--- config.mk ---
export PLATFORM = sky130hd
export DESIGN_NAME = pwr_status_sel
export DESIGN_NICKNAME = d
export VERILOG_FILES = /design/src/rtl/pss_pkg.sv /design/src/rtl/pss_ctrl.sv /design/src/rtl/pss_datapath.sv /design/src/rtl/pwr_status_sel.sv
export SDC_FILE = /design/constraint.sdc
export NUM_CORES = 1
export LEC_CHECK = 0
export ABC_CLOCK_PERIOD_IN_PS = 1200
export BUFFER_PORTS_ARGS = -buffer_cell sky130_fd_sc_hd__clkbuf_2
export CAP_MARGIN = 5
export CORE_MARGIN = 2
export CORE_UTILIZATION = 27
export DETAILED_ROUTE_END_ITERATION = 10
export PLACE_DENSITY = 0.56
export SETUP_SLACK_MARGIN = 0.1
export SYNTH_ARGS = -nofsm -noshare
export SYNTH_HDL_FRONTEND = slang
export SYNTH_SLANG_ARGS = --single-unit
--- constraint.sdc ---
create_clock -name clk -period 1.2 [get_ports clk]
set_input_delay 0.06 -clock clk [delete_from_list [all_inputs] [get_ports clk]]
set_output_delay 0.06 -clock clk [all_outputs]
set_load 0.01 [all_outputs]
--- src/rtl/pss_pkg.sv ---
package pss_pkg;
  localparam int CTRL_W   = 12;
  localparam int CW_TXRF  = 0;
  localparam int CW_TXAF  = 1;
  localparam int CW_RXRF  = 2;
  localparam int CW_RXAF  = 3;
  localparam int CW_CMUTE = 4;
  localparam int CW_EMUTE = 5;
  localparam int CW_SELTX = 6;
  localparam int CW_SELRX = 7;
  localparam int CW_SELWK = 8;
  localparam int CW_SELNS = 9;
  localparam int CW_THRLO = 10;
  localparam int CW_THRHI = 11;

  typedef struct packed {
    logic       txRfOn;
    logic       txAfOn;
    logic       rxRfOn;
    logic       rxAfOn;
    logic       oscOn;
    logic       compMute;
    logic       expMute;
    logic       almOn;
    logic       useLock;
    logic       useDet;
    logic       pickTx;
    logic       pickWeak;
    logic [1:0] thrSel;
  } pssStrobe_t;
endpackage

--- src/rtl/pss_ctrl.sv ---
module pss_ctrl
  import pss_pkg::*;
(
  input  logic              clk,
  input  logic              rstN,
  input  logic [CTRL_W-1:0] ctrlWord,
  input  logic              refBat,
  output pssStrobe_t        strb
);
  logic selTx, selRx, selWk, selNs;

  assign selTx = ctrlWord[CW_SELTX];
  assign selRx = ctrlWord[CW_SELRX];
  assign selWk = ctrlWord[CW_SELWK];
  assign selNs = ctrlWord[CW_SELNS];

  always_comb begin
    strb.txRfOn   = ~ctrlWord[CW_TXRF];
    strb.txAfOn   = ~ctrlWord[CW_TXAF];
    strb.rxRfOn   = ~ctrlWord[CW_RXRF];
    strb.rxAfOn   = ~ctrlWord[CW_RXAF];
    strb.oscOn    = ~(ctrlWord[CW_TXRF] & ctrlWord[CW_RXRF]);
    strb.compMute = ctrlWord[CW_CMUTE];
    strb.expMute  = ctrlWord[CW_EMUTE];
    strb.almOn    = ~refBat;
    // first switch: lock detectors, transmit wins
    strb.useLock  = selTx | selRx;
    strb.pickTx   = selTx;
    // second switch: detector outputs, only when no lock source is asked for
    strb.useDet   = ~(selTx | selRx) & (selWk | selNs);
    strb.pickWeak = selWk;
    strb.thrSel   = {ctrlWord[CW_THRHI], ctrlWord[CW_THRLO]};
  end

  // at most one of the two switch paths reaches the pin
  a_r4_one_path: assert property (@(posedge clk) disable iff (!rstN)
    $onehot0({strb.useLock, strb.useDet}));

  // oscillator is off only with both RF sections in save
  a_r2_osc_dep: assert property (@(posedge clk) disable iff (!rstN)
    !strb.oscOn |-> (!strb.txRfOn && !strb.rxRfOn));
endmodule

--- src/rtl/pss_datapath.sv ---
module pss_datapath
  import pss_pkg::*;
#(
  parameter int LVL_W    = 8,
  parameter int BAT_W    = 9,
  parameter int WEAK_SET = 72,
  parameter int WEAK_CLR = 80,
  parameter int THR0     = 300,
  parameter int THR1     = 325,
  parameter int THR2     = 330,
  parameter int THR3     = 345,
  parameter int FILT_LEN = 4
)(
  input  logic             clk,
  input  logic             rstN,
  input  pssStrobe_t       strb,
  input  logic             txLock,
  input  logic             rxLock,
  input  logic             noiseHigh,
  input  logic [LVL_W-1:0] rssiLvl,
  input  logic [BAT_W-1:0] batLvl,
  output logic             sigOe,
  output logic             almOe
);
  localparam int CNT_W = $clog2(FILT_LEN) + 1;
  localparam int NTHR  = 4;
  localparam logic [NTHR*BAT_W-1:0] THR_TAB =
    {BAT_W'(THR3), BAT_W'(THR2), BAT_W'(THR1), BAT_W'(THR0)};

  logic             weakSig;
  logic             txG, rxG, wkG, nsG, lockFlag, detFlag, chosen, sigNext;
  logic [BAT_W-1:0] thrVal;
  logic             batLow;
  logic [CNT_W-1:0] runCnt;

  // weak-signal comparator with hysteresis
  always_ff @(posedge clk or negedge rstN) begin
    if (!rstN)                                weakSig <= 1'b0;
    else if (rssiLvl <= LVL_W'(WEAK_SET))     weakSig <= 1'b1;
    else if (rssiLvl >= LVL_W'(WEAK_CLR))     weakSig <= 1'b0;
  end

  // flags of a powered-down section read as 0
  assign txG = txLock    & strb.txRfOn;
  assign rxG = rxLock    & strb.rxRfOn;
  assign wkG = weakSig   & strb.rxRfOn;
  assign nsG = noiseHigh & strb.rxRfOn;

  assign lockFlag = strb.pickTx   ? txG : rxG;
  assign detFlag  = strb.pickWeak ? wkG : nsG;
  assign chosen   = strb.useLock  ? lockFlag : detFlag;
  assign sigNext  = (strb.useLock | strb.useDet) & ~chosen;

  always_ff @(posedge clk or negedge rstN) begin
    if (!rstN) sigOe <= 1'b0;
    else       sigOe <= sigNext;
  end

  // threshold lookup
  always_comb begin
    thrVal = '0;
    for (int i = 0; i < NTHR; i++)
      if (strb.thrSel == 2'(i)) thrVal = THR_TAB[i*BAT_W +: BAT_W];
  end
  assign batLow = batLvl < thrVal;

  // run-length filter on the alarm
  always_ff @(posedge clk or negedge rstN) begin
    if (!rstN) begin
      almOe  <= 1'b0;
      runCnt <= '0;
    end else if (!strb.almOn) begin
      almOe  <= 1'b0;
      runCnt <= '0;
    end else if (batLow != almOe) begin
      if (runCnt == CNT_W'(FILT_LEN - 1)) begin
        almOe  <= batLow;
        runCnt <= '0;
      end else begin
        runCnt <= runCnt + 1'b1;
      end
    end else begin
      runCnt <= '0;
    end
  end

  // no select bit releases the pin on the next edge
  a_r5_release: assert property (@(posedge clk) disable iff (!rstN)
    (!strb.useLock && !strb.useDet) |=> !sigOe);

  // inside the hysteresis window the comparator holds
  a_r7_hold: assert property (@(posedge clk) disable iff (!rstN)
    (rssiLvl > LVL_W'(WEAK_SET) && rssiLvl < LVL_W'(WEAK_CLR)) |=> $stable(weakSig));

  // alarm in save keeps the pin released
  a_r10_alm_off: assert property (@(posedge clk) disable iff (!rstN)
    !strb.almOn |=> !almOe);

  // the alarm only toggles once the run count is complete
  a_r9_filter: assert property (@(posedge clk) disable iff (!rstN)
    (strb.almOn && almOe != batLow && runCnt != CNT_W'(FILT_LEN - 1)) |=> $stable(almOe));

  // a powered-down receive section cannot release the pin via the weak path
  a_r6_rx_gate: assert property (@(posedge clk) disable iff (!rstN)
    (strb.useDet && strb.pickWeak && !strb.rxRfOn) |=> sigOe);
endmodule

--- src/rtl/pwr_status_sel.sv ---
module pwr_status_sel
  import pss_pkg::*;
#(
  parameter int LVL_W    = 8,
  parameter int BAT_W    = 9,
  parameter int FILT_LEN = 4
)(
  input  logic              clk,
  input  logic              rstN,
  input  logic [CTRL_W-1:0] ctrlWord,
  input  logic              refBat,
  input  logic              txLock,
  input  logic              rxLock,
  input  logic              noiseHigh,
  input  logic [LVL_W-1:0]  rssiLvl,
  input  logic [BAT_W-1:0]  batLvl,
  output logic              txRfEn,
  output logic              txAfEn,
  output logic              rxRfEn,
  output logic              rxAfEn,
  output logic              oscEn,
  output logic              compMute,
  output logic              expMute,
  output logic              almEn,
  output logic [1:0]        almThr,
  output logic              sigOe,
  output logic              almOe
);
  pssStrobe_t strb;

  pss_ctrl u_ctrl (
    .clk      (clk),
    .rstN     (rstN),
    .ctrlWord (ctrlWord),
    .refBat   (refBat),
    .strb     (strb)
  );

  pss_datapath #(
    .LVL_W    (LVL_W),
    .BAT_W    (BAT_W),
    .FILT_LEN (FILT_LEN)
  ) u_dp (
    .clk       (clk),
    .rstN      (rstN),
    .strb      (strb),
    .txLock    (txLock),
    .rxLock    (rxLock),
    .noiseHigh (noiseHigh),
    .rssiLvl   (rssiLvl),
    .batLvl    (batLvl),
    .sigOe     (sigOe),
    .almOe     (almOe)
  );

  assign txRfEn   = strb.txRfOn;
  assign txAfEn   = strb.txAfOn;
  assign rxRfEn   = strb.rxRfOn;
  assign rxAfEn   = strb.rxAfOn;
  assign oscEn    = strb.oscOn;
  assign compMute = strb.compMute;
  assign expMute  = strb.expMute;
  assign almEn    = strb.almOn;
  assign almThr   = strb.thrSel;
endmodule

# After elaboration in Yosys (flattened, before gate mapping)
# Cells that the tools add are included.
[op_classes]
n_mux = 15
order_cmp = 3
n_reduce_logical = 5
n_addsub = 1
bitwise = 18
n_eq_ne = 5
[ops]
columns = ["op", "n"]
rows = [
  ["$mux 9", 4],
  ["$lt 9x9->1", 1],
  ["$mux 3", 3],
  ["$ge 8x7->1 const B", 1],
  ["$le 8x7->1 const B", 1],
  ["$mux 1", 8],
  ["$not 1->1", 8],
  ["$and 1x1->1", 7],
  ["$reduce_bool 2->1", 3],
  ["$eq 2x2->1 const B", 2],
  ["$add 3x1->3 const B", 1],
  ["$eq 3x2->1 const B", 1],
  ["$or 1x1->1", 3],
  ["$eq 2x1->1 const B", 1],
  ["$logic_not 2->1", 1],
  ["$reduce_and 2->1", 1],
  ["$ne 1x1->1", 1],
]
[word_totals]
ff_bits = 6
input_bits = 35
wordCells = 51
out_inout_bits = 12

# Longest topological paths before layout
# Gate-level depths: netlist of the first run.
[logic_depth]
ltp_word = 9
depth_mapped = 7
depth_no_buf = 7

# Hierarchy
# From an unflattened synthesis of the first run, not the netlist that was laid out.
[unflattened]
hier_cells = 74
hier_area_um2 = 629.4
[modules_own_cells]
columns = ["module", "area_each_um2", "n_inst", "seq_area_each_um2", "cells_each"]
rows = [
  ["pss_datapath", 543.0, 1, 150.1, 59],
  ["pss_ctrl", 86.3, 1, 0.0, 15],
]

# Least setup slack after synthesis of the first run
# Ideal clock, no wire load.
[synth_path]
path_type = "input to register"
start = "in ctrlWord[11]"
end = "reg u_dp.runCnt[1]"
setup_ps = 79
setup_slack_ps = -325
path_buffers = 0
t_required_ps = 1121
cell_stages = 7
arrival_time_ps = 1446
path_cell_list = "or2_2 -> inv_1 -> ha_1 -> a211o_1 -> a21oi_2 -> o311a_4 -> mux2i_1"
[synth_via]
elab_chain_len = 9
word_cells_on_any_way = 12
cone_classes = "order compare: 1; eq/ne: 4; mux: 6; reduce/logical: 1"
[synth_rtl]
columns = ["element", "line_no", "rtl"]
rows = [
  ["start, declared", "pwr_status_sel.sv:10", "input logic [CTRL_W-1:0] ctrlWord,"],
  ["$logic_not 2->1", "pss_datapath.sv:63", "if (strb.thrSel == 2'(i)) thrVal = THR_TAB[i*BAT_W +: BAT_W];"],
  ["$mux 9 (3 in a row)", "pss_datapath.sv:63", ""],
  ["$mux 9 *", "pss_datapath.sv:63", ""],
  ["$lt 9x9->1 *", "pss_datapath.sv:65", "assign batLow = batLvl < thrVal;"],
  ["$ne 1x1->1 *", "pss_datapath.sv:75", "end else if (batLow != almOe) begin"],
  ["$mux 3 *", "pss_datapath.sv:75", ""],
  ["$mux 3 *", "pss_datapath.sv:72", "end else if (!strb.almOn) begin"],
  ["end signal, assigned", "pss_datapath.sv:80", "runCnt <= runCnt + 1'b1;"],
  ["end, declared", "pss_datapath.sv:34", "logic [CNT_W-1:0] runCnt;"],
]
# Every way passes the cells marked *; elsewhere a longest branch is shown, timed or not.
# A chain may end at the register's enable or synchronous reset.

# Final worst setup path of the first run
# Ends and elaborated chain as after synthesis.

==> results of run 1 <==
==> cell type report <==
| class | count | area share |
|---|---|---|
| clock buffers | 3 | 0.0251 |
| inverters | 9 | 0.0405 |
| multi-input cells | 50 | 0.422 |
| flip-flops and latches | 6 | 0.168 |
| well taps | 27 | 0.0377 |
| repair buffers | 48 | 0.307 |
==> through the flow <==
step	power (W)	hold WS, ps	setup slack (ps)	cells
after CTS	0.000636	32.5	-124	143
after floorplan	0.000348	-236	-204	70
final	0.000626	30.5	-111	143
after global routing	0.000680	42.2	-155	143
after global placement	0.000435	-103	-379	137
after detailed placement	0.000439	-102	-387	137
==> logic make-up after synthesis <==
| family | synth area share |
|---|---|
| other | 0.00646 |
| AND/OR/NAND/NOR | 0.205 |
| multiplexers | 0.0690 |
| adder cells (fa/ha/maj) | 0.172 |
| buffers and inverters | 0.116 |
| AO/OA/AOI/OAI | 0.172 |
| flip-flops | 0.259 |
==> sequential cells by signal, indices dropped and copies added, names as in the netlist <==
register and flops:
u_dp.runCnt 3, u_dp.sigOe 1, u_dp.almOe 1, u_dp.weakSig 1
==> placed cells by master (no fill, tap or decap), types with 2 or more instances in the layout <==
| cell type | n |
|---|---|
| o21ai_0 | 3 |
| buf_6 | 2 |
| ha_1 | 7 |
| clkbuf_4 | 3 |
| nand3_1 | 3 |
| nand2b_1 | 2 |
| nand2_1 | 8 |
| a21oi_1 | 3 |
| buf_4 | 3 |
| clkbuf_2 | 40 |
| mux2i_1 | 4 |
| dlygate4sd3_1 | 3 |
| inv_1 | 8 |
| dfrtp_1 | 6 |
| nor2_1 | 4 |
==> power groups by stage <==
| stage | Clock [W] | Combinational, W | Sequential [W] |
|---|---|---|---|
| 3_3_place_gp | 0 | 0.000212 | 0.000223 |
| 4_1_cts | 0.000192 | 0.000224 | 0.000220 |
| 2_1_floorplan | 0 | 0.000124 | 0.000223 |
| 5_1_grt | 0.000204 | 0.000256 | 0.000221 |
| 6_report | 0.000181 | 0.000225 | 0.000220 |
| 3_5_place_dp | 0 | 0.000216 | 0.000223 |
==> synth_stat cells (2+ instances only) <==
cell	number
mux2i_1	4
a21oi_1	3
nand3_1	3
o21ai_0	3
nand2_1	8
ha_1	8
buf_4	4
dfrtp_1	6
nand2b_1	2
inv_1	9
nor2_1	4
==> timing repair <==
item                                    CTS  global route
endpoints found under the hold margin     7             0
pin swaps                                 2             0
hold buffers                              3             0
endpoints found under the setup margin    4             4
gates resized for setup                   0             4
==> worst max-delay path by stage <==
stage / to
after floorplan: u_dp.runCnt[1]$_DFF_PN0_
after global placement: u_dp.runCnt[0]$_DFF_PN0_
after detailed placement: u_dp.runCnt[1]$_DFF_PN0_
after CTS: u_dp.runCnt[1]$_DFF_PN0_
after global routing: u_dp.runCnt[2]$_DFF_PN0_
final: u_dp.runCnt[1]$_DFF_PN0_
==> per-layer routing <==
metal,up-vias,share of wire,global-route usage
met5,-,0,0
met2,35,0.50,0.224
met1,252,0.38,0.0878
met3,0,0.12,0.0327
met4,0,0,0.0586
li1,327,-,-
==> results_dict.tcl, run 1 <==
set metrics [dict create \
    cts_root_buf "clkbuf_4" \
    cp_max_fo 4 \
    dr.pass1.iters 2 \
    dp_hpwl_um 1080 \
    ys.flop_type "dfrtp_1" \
    cp-start-kind "input pin" \
    p_int_w 0.000454 \
    p_switching_w 0.000172 \
    antenna_found_initial 0 \
    crit-reg2reg-capture "u_dp.runCnt[0]$_DFF_PN0_" \
    rrSetupSlack_ps 90 \
    io_pins 47 \
    vias 614 \
    ir_worst_vdd_uv 475 \
    drt_iter0_drc 3 \
    cts.reportedPaths.clkPinSlew_ps 40 \
    die_w_um 50.4 \
    setup_violations 4 \
    clockBufferDepth 2 \
    power.static_leakage_nw 0.502 \
    core_area_um2 2000 \
    synth_area_leader_cell "dfrtp_1" \
    hold_path.class "input pin to register" \
    clk-insertion-delay-late_ps 240 \
    seqPwrFrac 0.352 \
    nFillCells 206 \
    min_period_ps 1310 \
    register_area_um2 150 \
    multi_input_area_um2 378 \
    worstSetupEndpointType "register" \
    reg2reg_depth 4 \
    wl_per_cell_um 8.80 \
    cts_tree "yes" \
    wl_um 1260 \
    setup_tns_ps -417 \
    switching_share 0.274 \
    die-area_um2 2540 \
    grt_max_degree 7 \
    critPathRequiredTime_ps 1360 \
    ant_nets 0 \
    cts_num_sinks 6 \
    syn_area_um2 581 \
    numCtsBuffers 3 \
    grt_pass1_vias 637 \
    grt_pass1_wl_um 2130 \
    min_path_cells 2 \
    min_to "u_dp.sigOe$_DFF_PN0_" \
    globalplace.congestion 0.713 \
    syn_inst 70 \
    ys_types 27 \
    r2r-start "u_dp.runCnt[0]$_DFF_PN0_" \
    pwr-share-comb 0.359 \
    fin_crit_sh 1.09 \
    worst_slack_ps -111 \
    rsz0062_at_grt "yes" \
    crit_type "input pin to register" \
    fmax_mhz 763 \
    area_growth_pct 54.3 \
    start_util 0.290 \
    synthTopCellsByArea "dfrtp_1 (26%), ha_1 (17%), mux2i_1 (6.9%)" \
    synth_top_area_frac 0.259 \
    crit_start "ctrlWord[11]" \
    arrival_ps 1470 \
    fin_nets 161 \
    status "finished with violations" \
    pwr-share-clk 0.289 \
    fin_area_um2 896 \
    port_buffers 42 \
    fin_worst_skew_ps 1.11 \
    max_stage_delay_ps 260 \
    ys_ff_latch 6 \
    globalRoute.totalOverflow 0 \
    path_depth 8 \
    synth_edf_count 0 \
    drc 0 \
    path_buf_inv 2 \
    utilization 0.448 \
    place_area_um2 828 \
    h-tree-depth 1 \
    drv_cap 0 \
    final_max_slew_viol_count 0 \
    yosysWarnings 0 \
    ys_seq_area_frac 0.259 \
    synth_area_per_cell_um2 8.29 \
    cpMaxStageDelayCell "a211o_1" \
    viasPerCell 4.29 \
    num_rows 16 \
    cts_setup_buffers 0 \
    path_cells "buf_6 -> or2_4 -> inv_4 -> ha_4 -> a211o_1 -> a21oi_2 -> o311a_4 -> mux2i_1" \
    synth_nets 113 \
    failed_checks "setup timing" \
    antenna_cells 0 \
    hold_violations 0 \
    async_flop_share 1.00 \
    die_h_um 50.4 \
    crit_family "compound AO/OA/AOI/OAI gates" \
    hold_start "ctrlWord[6]" \
    track_usage 0.109 \
    cellPowerDensity_nw_per_um2 699 \
    drive_above_1_share 0.457 \
]
Power figures use the tool's default switching activity.
==> inputs of run 2 (changes only) <==
==> constraint.sdc (replaced) <==
create_clock -name clk -period 1.2 [get_ports clk]
set_input_delay 0.24 -clock clk [delete_from_list [all_inputs] [get_ports clk]]
set_output_delay 0.24 -clock clk [all_outputs]
set_load 0.01 [all_outputs]
==> results_dict.tcl, run 2 (synthesis results as in run 1) <==
set metrics [dict create \
    globalRoute.totalOverflow 0 \
    cts_root_buf "clkbuf_4" \
    numCtsBuffers 3 \
    fin_crit_sh 1.24 \
    arrival_ps 1650 \
    utilization 0.438 \
    grt_pass1_wl_um 2080 \
    worstSetupEndpointType "register" \
    ant_nets 0 \
    clk-insertion-delay-late_ps 240 \
    drive_above_1_share 0.465 \
    track_usage 0.105 \
    wl_per_cell_um 8.59 \
    layout_common_cells "clkbuf_2 (40), inv_1 (8), nand2_1 (8), ha_1 (7), dfrtp_1 (6)" \
    failed_checks "setup timing" \
    power.static_leakage_nw 0.494 \
    cts_tree "yes" \
    nFillCells 206 \
    max_stage_delay_ps 260 \
    cts_num_sinks 6 \
    cts_setup_buffers 0 \
    die-area_um2 2540 \
    antenna_found_initial 0 \
    timing.hold.ws_ps 144 \
    die_h_um 50.4 \
    num_rows 16 \
    status "finished with violations" \
    cpMaxStageDelayCell "a211o_1" \
    fmax_mhz 671 \
    worst_slack_ps -291 \
    io_pins 47 \
    globalplace.congestion 0.713 \
    dr.pass1.iters 2 \
    viasPerCell 4.32 \
    critPathRequiredTime_ps 1360 \
    h-tree-depth 1 \
    core_area_um2 2000 \
    hold_path.class "input pin to register" \
    wl_um 1210 \
    vias 609 \
    power.total_w 0.000621 \
    path_cells "buf_6 -> or2_4 -> inv_4 -> ha_4 -> a211o_1 -> a21oi_2 -> o311a_4 -> mux2i_1" \
    area_growth_pct 50.9 \
    ir_worst_vdd_uv 475 \
    rsz0062_at_grt "yes" \
    cts.reportedPaths.clkPinSlew_ps 40 \
    setup_violations 4 \
    min_period_ps 1490 \
    antenna_cells 0 \
    setup_tns_ps -1140 \
    drv_cap 0 \
    path_buf_inv 2 \
    fin_worst_skew_ps 1.13 \
    regMostFlops "u_dp.runCnt" \
    crit_type "input pin to register" \
    grt_max_degree 7 \
    clockBufferDepth 2 \
    start_util 0.290 \
    fin_nets 159 \
    grt_pass1_vias 619 \
    crit_family "compound AO/OA/AOI/OAI gates" \
    hold_violations 0 \
    largest_reg_flops 3 \
    cp-start-kind "input pin" \
    drc 0 \
    cellPowerDensity_nw_per_um2 709 \
    layout_commonest_cell "clkbuf_2" \
    final_max_slew_viol_count 0 \
    dp_hpwl_um 1080 \
    die_w_um 50.4 \
    drt_iter0_drc 3 \
    port_buffers 42 \
    cp_max_fo 4 \
]
==> run 2: cell types whose count changed in the layout (fill, tap and decap cells not counted), sizes merged <==
cell         previous run  this run
dlygate4sd3             3         1
==> run 2: timing repair <==
action	CTS	global route
resized for setup	0	4
pin swaps	2	0
hold endpoints to repair	6	0
hold buffers	1	0
endpoints found under the setup margin	4	4
==> run 2: layout make-up <==
cell class / count / area, um^2 / area share
repair buffers: 46 / 255 / 0.291
multi-input cells: 50 / 378 / 0.431
flip-flops and latches: 6 / 150 / 0.171
clock buffers: 3 / 22.5 / 0.0257
inverters: 9 / 36.3 / 0.0414
well taps: 27 / 33.8 / 0.0386
==> run 2: where the power goes <==
| part | internal [W] | total (W) | switching, W | leakage (nW) |
|---|---|---|---|---|
| Combinational | 0.000123 | 0.000220 | 0.0000967 | 0.401 |
| Clock | 0.000113 | 0.000181 | 0.0000680 | 0.0138 |
| Sequential | 0.000215 | 0.000220 | 0.00000572 | 0.0787 |
| Total | 0.000450 | 0.000621 | 0.000170 | 0.494 |
==> run 2: layer usage <==
metal / GRT usage / vias to the layer above / part of all wire
li1: - / 323 / -
met1: 0.0896 / 251 / 0.38
met2: 0.211 / 35 / 0.48
met3: 0.0327 / 0 / 0.14
met4: 0.0586 / 0 / 0
met5: 0 / - / 0
==> run 2: worst reg2reg max path, delay by kind of cell, from the launching register on <==
family | cells | cell delay (ps)
fa+ha+maj | 1 | 240
flops | 1 | 380
compound gates | 1 | 190
mux | 1 | 140
simple gates | 1 | 80
==> run 2: worst paths after layout <==
kind                                          start                        to  slack [ps]  cells after the start
hold / removal                           rssiLvl[7]  u_dp.weakSig$_DFFE_PN0P_         140                      2
min in group asynchronous                      rstN      u_dp.sigOe$_DFF_PN0_         350                      2
setup / recovery                       ctrlWord[11]  u_dp.runCnt[1]$_DFF_PN0_        -290                      8
hold reg to reg            u_dp.runCnt[0]$_DFF_PN0_  u_dp.runCnt[0]$_DFF_PN0_         590                      3
setup reg to reg           u_dp.runCnt[0]$_DFF_PN0_  u_dp.runCnt[0]$_DFF_PN0_          90                      4
max in group asynchronous                      rstN    u_dp.almOe$_DFFE_PN0P_         700                      2
==> run 2: per-stage QoR <==
step | area, um^2 | std cells | setup slack [ps]
floorplan | 596 | 70 | -384
global placement | 828 | 137 | -559
detailed placement | 828 | 137 | -567
CTS | 861 | 141 | -304
global route | 876 | 141 | -335
finish | 876 | 141 | -291
==> inputs of run 3 (changes only) <==
--- a/config.mk
+++ b/config.mk
@@ -12,6 +12,7 @@
 export CORE_UTILIZATION = 27
 export DETAILED_ROUTE_END_ITERATION = 10
 export PLACE_DENSITY = 0.56
+export RECOVER_POWER = 100
 export SETUP_SLACK_MARGIN = 0.1
 export SYNTH_ARGS = -nofsm -noshare
 export SYNTH_HDL_FRONTEND = slang
==> results_dict.tcl, run 3 (synthesis results as in run 1) <==
set metrics [dict create \
    grt_pass1_wl_um 2080 \
    fmax_mhz 671 \
    start_util 0.290 \
    worstSetupEndpointType "register" \
    cts_root_buf "clkbuf_4" \
    dr.pass1.iters 2 \
    wl_um 1220 \
    grt_max_degree 7 \
    min_period_ps 1490 \
    hold_start "rssiLvl[7]" \
    power.total_w 0.000616 \
    fin_nets 159 \
    wl_per_cell_um 8.64 \
    setup_violations 4 \
    layout_commonest_cell "clkbuf_2" \
    final_max_slew_viol_count 0 \
    status "finished with violations" \
    switching_share 0.277 \
    rsz0062_at_grt "yes" \
    cp_max_fo 4 \
    clockBufferDepth 2 \
    ant_nets 0 \
    numCtsBuffers 3 \
    power.static_leakage_nw 0.461 \
    largest_reg_flops 3 \
    crit_type "input pin to register" \
    hold_violations 0 \
    cts_tree "yes" \
    num_rows 16 \
    rrSetupSlack_ps 90 \
    die_w_um 50.4 \
    h-tree-depth 1 \
    port_buffers 42 \
    clk-insertion-delay-late_ps 240 \
    failed_checks "setup timing" \
    worst_slack_ps -291 \
    vias 610 \
    antenna_found_initial 0 \
    area_growth_pct 48.5 \
    ir_worst_vdd_uv 472 \
    globalplace.congestion 0.713 \
    io_pins 47 \
    arrival_ps 1650 \
    drc 0 \
    fin_worst_skew_ps 1.14 \
    track_usage 0.105 \
    pwr-share-clk 0.294 \
    dp_hpwl_um 1080 \
    cp-start-kind "input pin" \
    drt_iter0_drc 3 \
    core_area_um2 2000 \
    r2r-start "u_dp.runCnt[0]$_DFF_PN0_" \
    regMostFlops "u_dp.runCnt" \
    p_int_w 0.000445 \
    antenna_cells 0 \
    crit-reg2reg-capture "u_dp.runCnt[0]$_DFF_PN0_" \
    die_h_um 50.4 \
    viasPerCell 4.33 \
    grt_pass1_vias 619 \
    cts.reportedPaths.clkPinSlew_ps 40 \
    drive_above_1_share 0.368 \
    die-area_um2 2540 \
    min_to "u_dp.weakSig$_DFFE_PN0P_" \
    layout_common_cells "clkbuf_2 (29), clkbuf_1 (11), inv_1 (8), nand2_1 (8), ha_1 (7)" \
    reg2reg_depth 4 \
    critPathRequiredTime_ps 1360 \
    drv_cap 0 \
    seqPwrFrac 0.358 \
    nFillCells 214 \
    p_switching_w 0.000170 \
    min_path_cells 2 \
    hold_path.class "input pin to register" \
    cellPowerDensity_nw_per_um2 714 \
    cts_num_sinks 6 \
    fin_crit_sh 1.24 \
    globalRoute.totalOverflow 0 \
    pwr-share-comb 0.349 \
    place_ws_ps -567 \
]
run 3: changes by cell type in the layout (fill, tap and decap cells not counted):
cell      previous run  this run
clkbuf_2            40        29
clkbuf_1             0        11
run 3: layer usage:
layer	vias up	track usage	routed length [um]
met4	0	0.0586	0
met3	0	0.0327	168
met5	-	0	0
li1	323	-	-
met2	35	0.211	594
met1	252	0.0896	455
run 3: area by class of cell:
type | instances | area [um^2] | area share
clock buffer | 3 | 22.5 | 0.0261
inverter | 9 | 36.3 | 0.0421
multi-input combinational | 50 | 378 | 0.438
sequential | 6 | 150 | 0.174
tap | 27 | 33.8 | 0.0392
timing repair buffer | 46 | 241 | 0.280
run 3: how the worst max path moves through the flow:
stage,start,endpoint,slack (ps),cells after the start
2_1_floorplan,ctrlWord[11],u_dp.runCnt[0]$_DFF_PN0_,-380,7
3_3_place_gp,ctrlWord[11],u_dp.runCnt[0]$_DFF_PN0_,-560,8
3_5_place_dp,ctrlWord[11],u_dp.runCnt[1]$_DFF_PN0_,-570,8
4_1_cts,ctrlWord[11],u_dp.runCnt[1]$_DFF_PN0_,-300,8
5_1_grt,ctrlWord[11],u_dp.runCnt[2]$_DFF_PN0_,-340,8
6_report,ctrlWord[11],u_dp.runCnt[1]$_DFF_PN0_,-290,8
run 3: worst max-delay path, cell delays in order:
cell and delay, ps:
buf_6 90, or2_4 250, inv_4 60, ha_4 190, a211o_1 260, a21oi_2 130, o311a_4 220, mux2i_1 200
run 3: power by group through the flow:
stage                     Clock (W)  Sequential (W)  Combinational [W]
after floorplan                   0        0.000223           0.000124
after global placement            0        0.000223           0.000212
after detailed placement          0        0.000223           0.000216
after CTS                  0.000192        0.000220           0.000219
after global routing       0.000204        0.000221           0.000245
final                      0.000181        0.000220           0.000215
run 3: what timing repair did:
item	in CTS	in global routing
endpoints found under the setup margin	4	4
resized for setup	0	4
hold buffers	1	0
cloned	0	0
pin swaps	2	0
hold endpoints to repair	6	0
buffers inserted	0	0
run 3: stage by stage:
step	hold slack [ps]	setup TNS (ps)	instances	area, um^2	util
after floorplan	-55.6	-1520	70	596	-
after global placement	77.5	-2150	137	828	0.414
after detailed placement	77.6	-2210	137	828	0.414
after CTS	133	-1150	141	861	0.430
after global routing	142	-1290	141	862	0.431
final	144	-1140	141	862	0.431
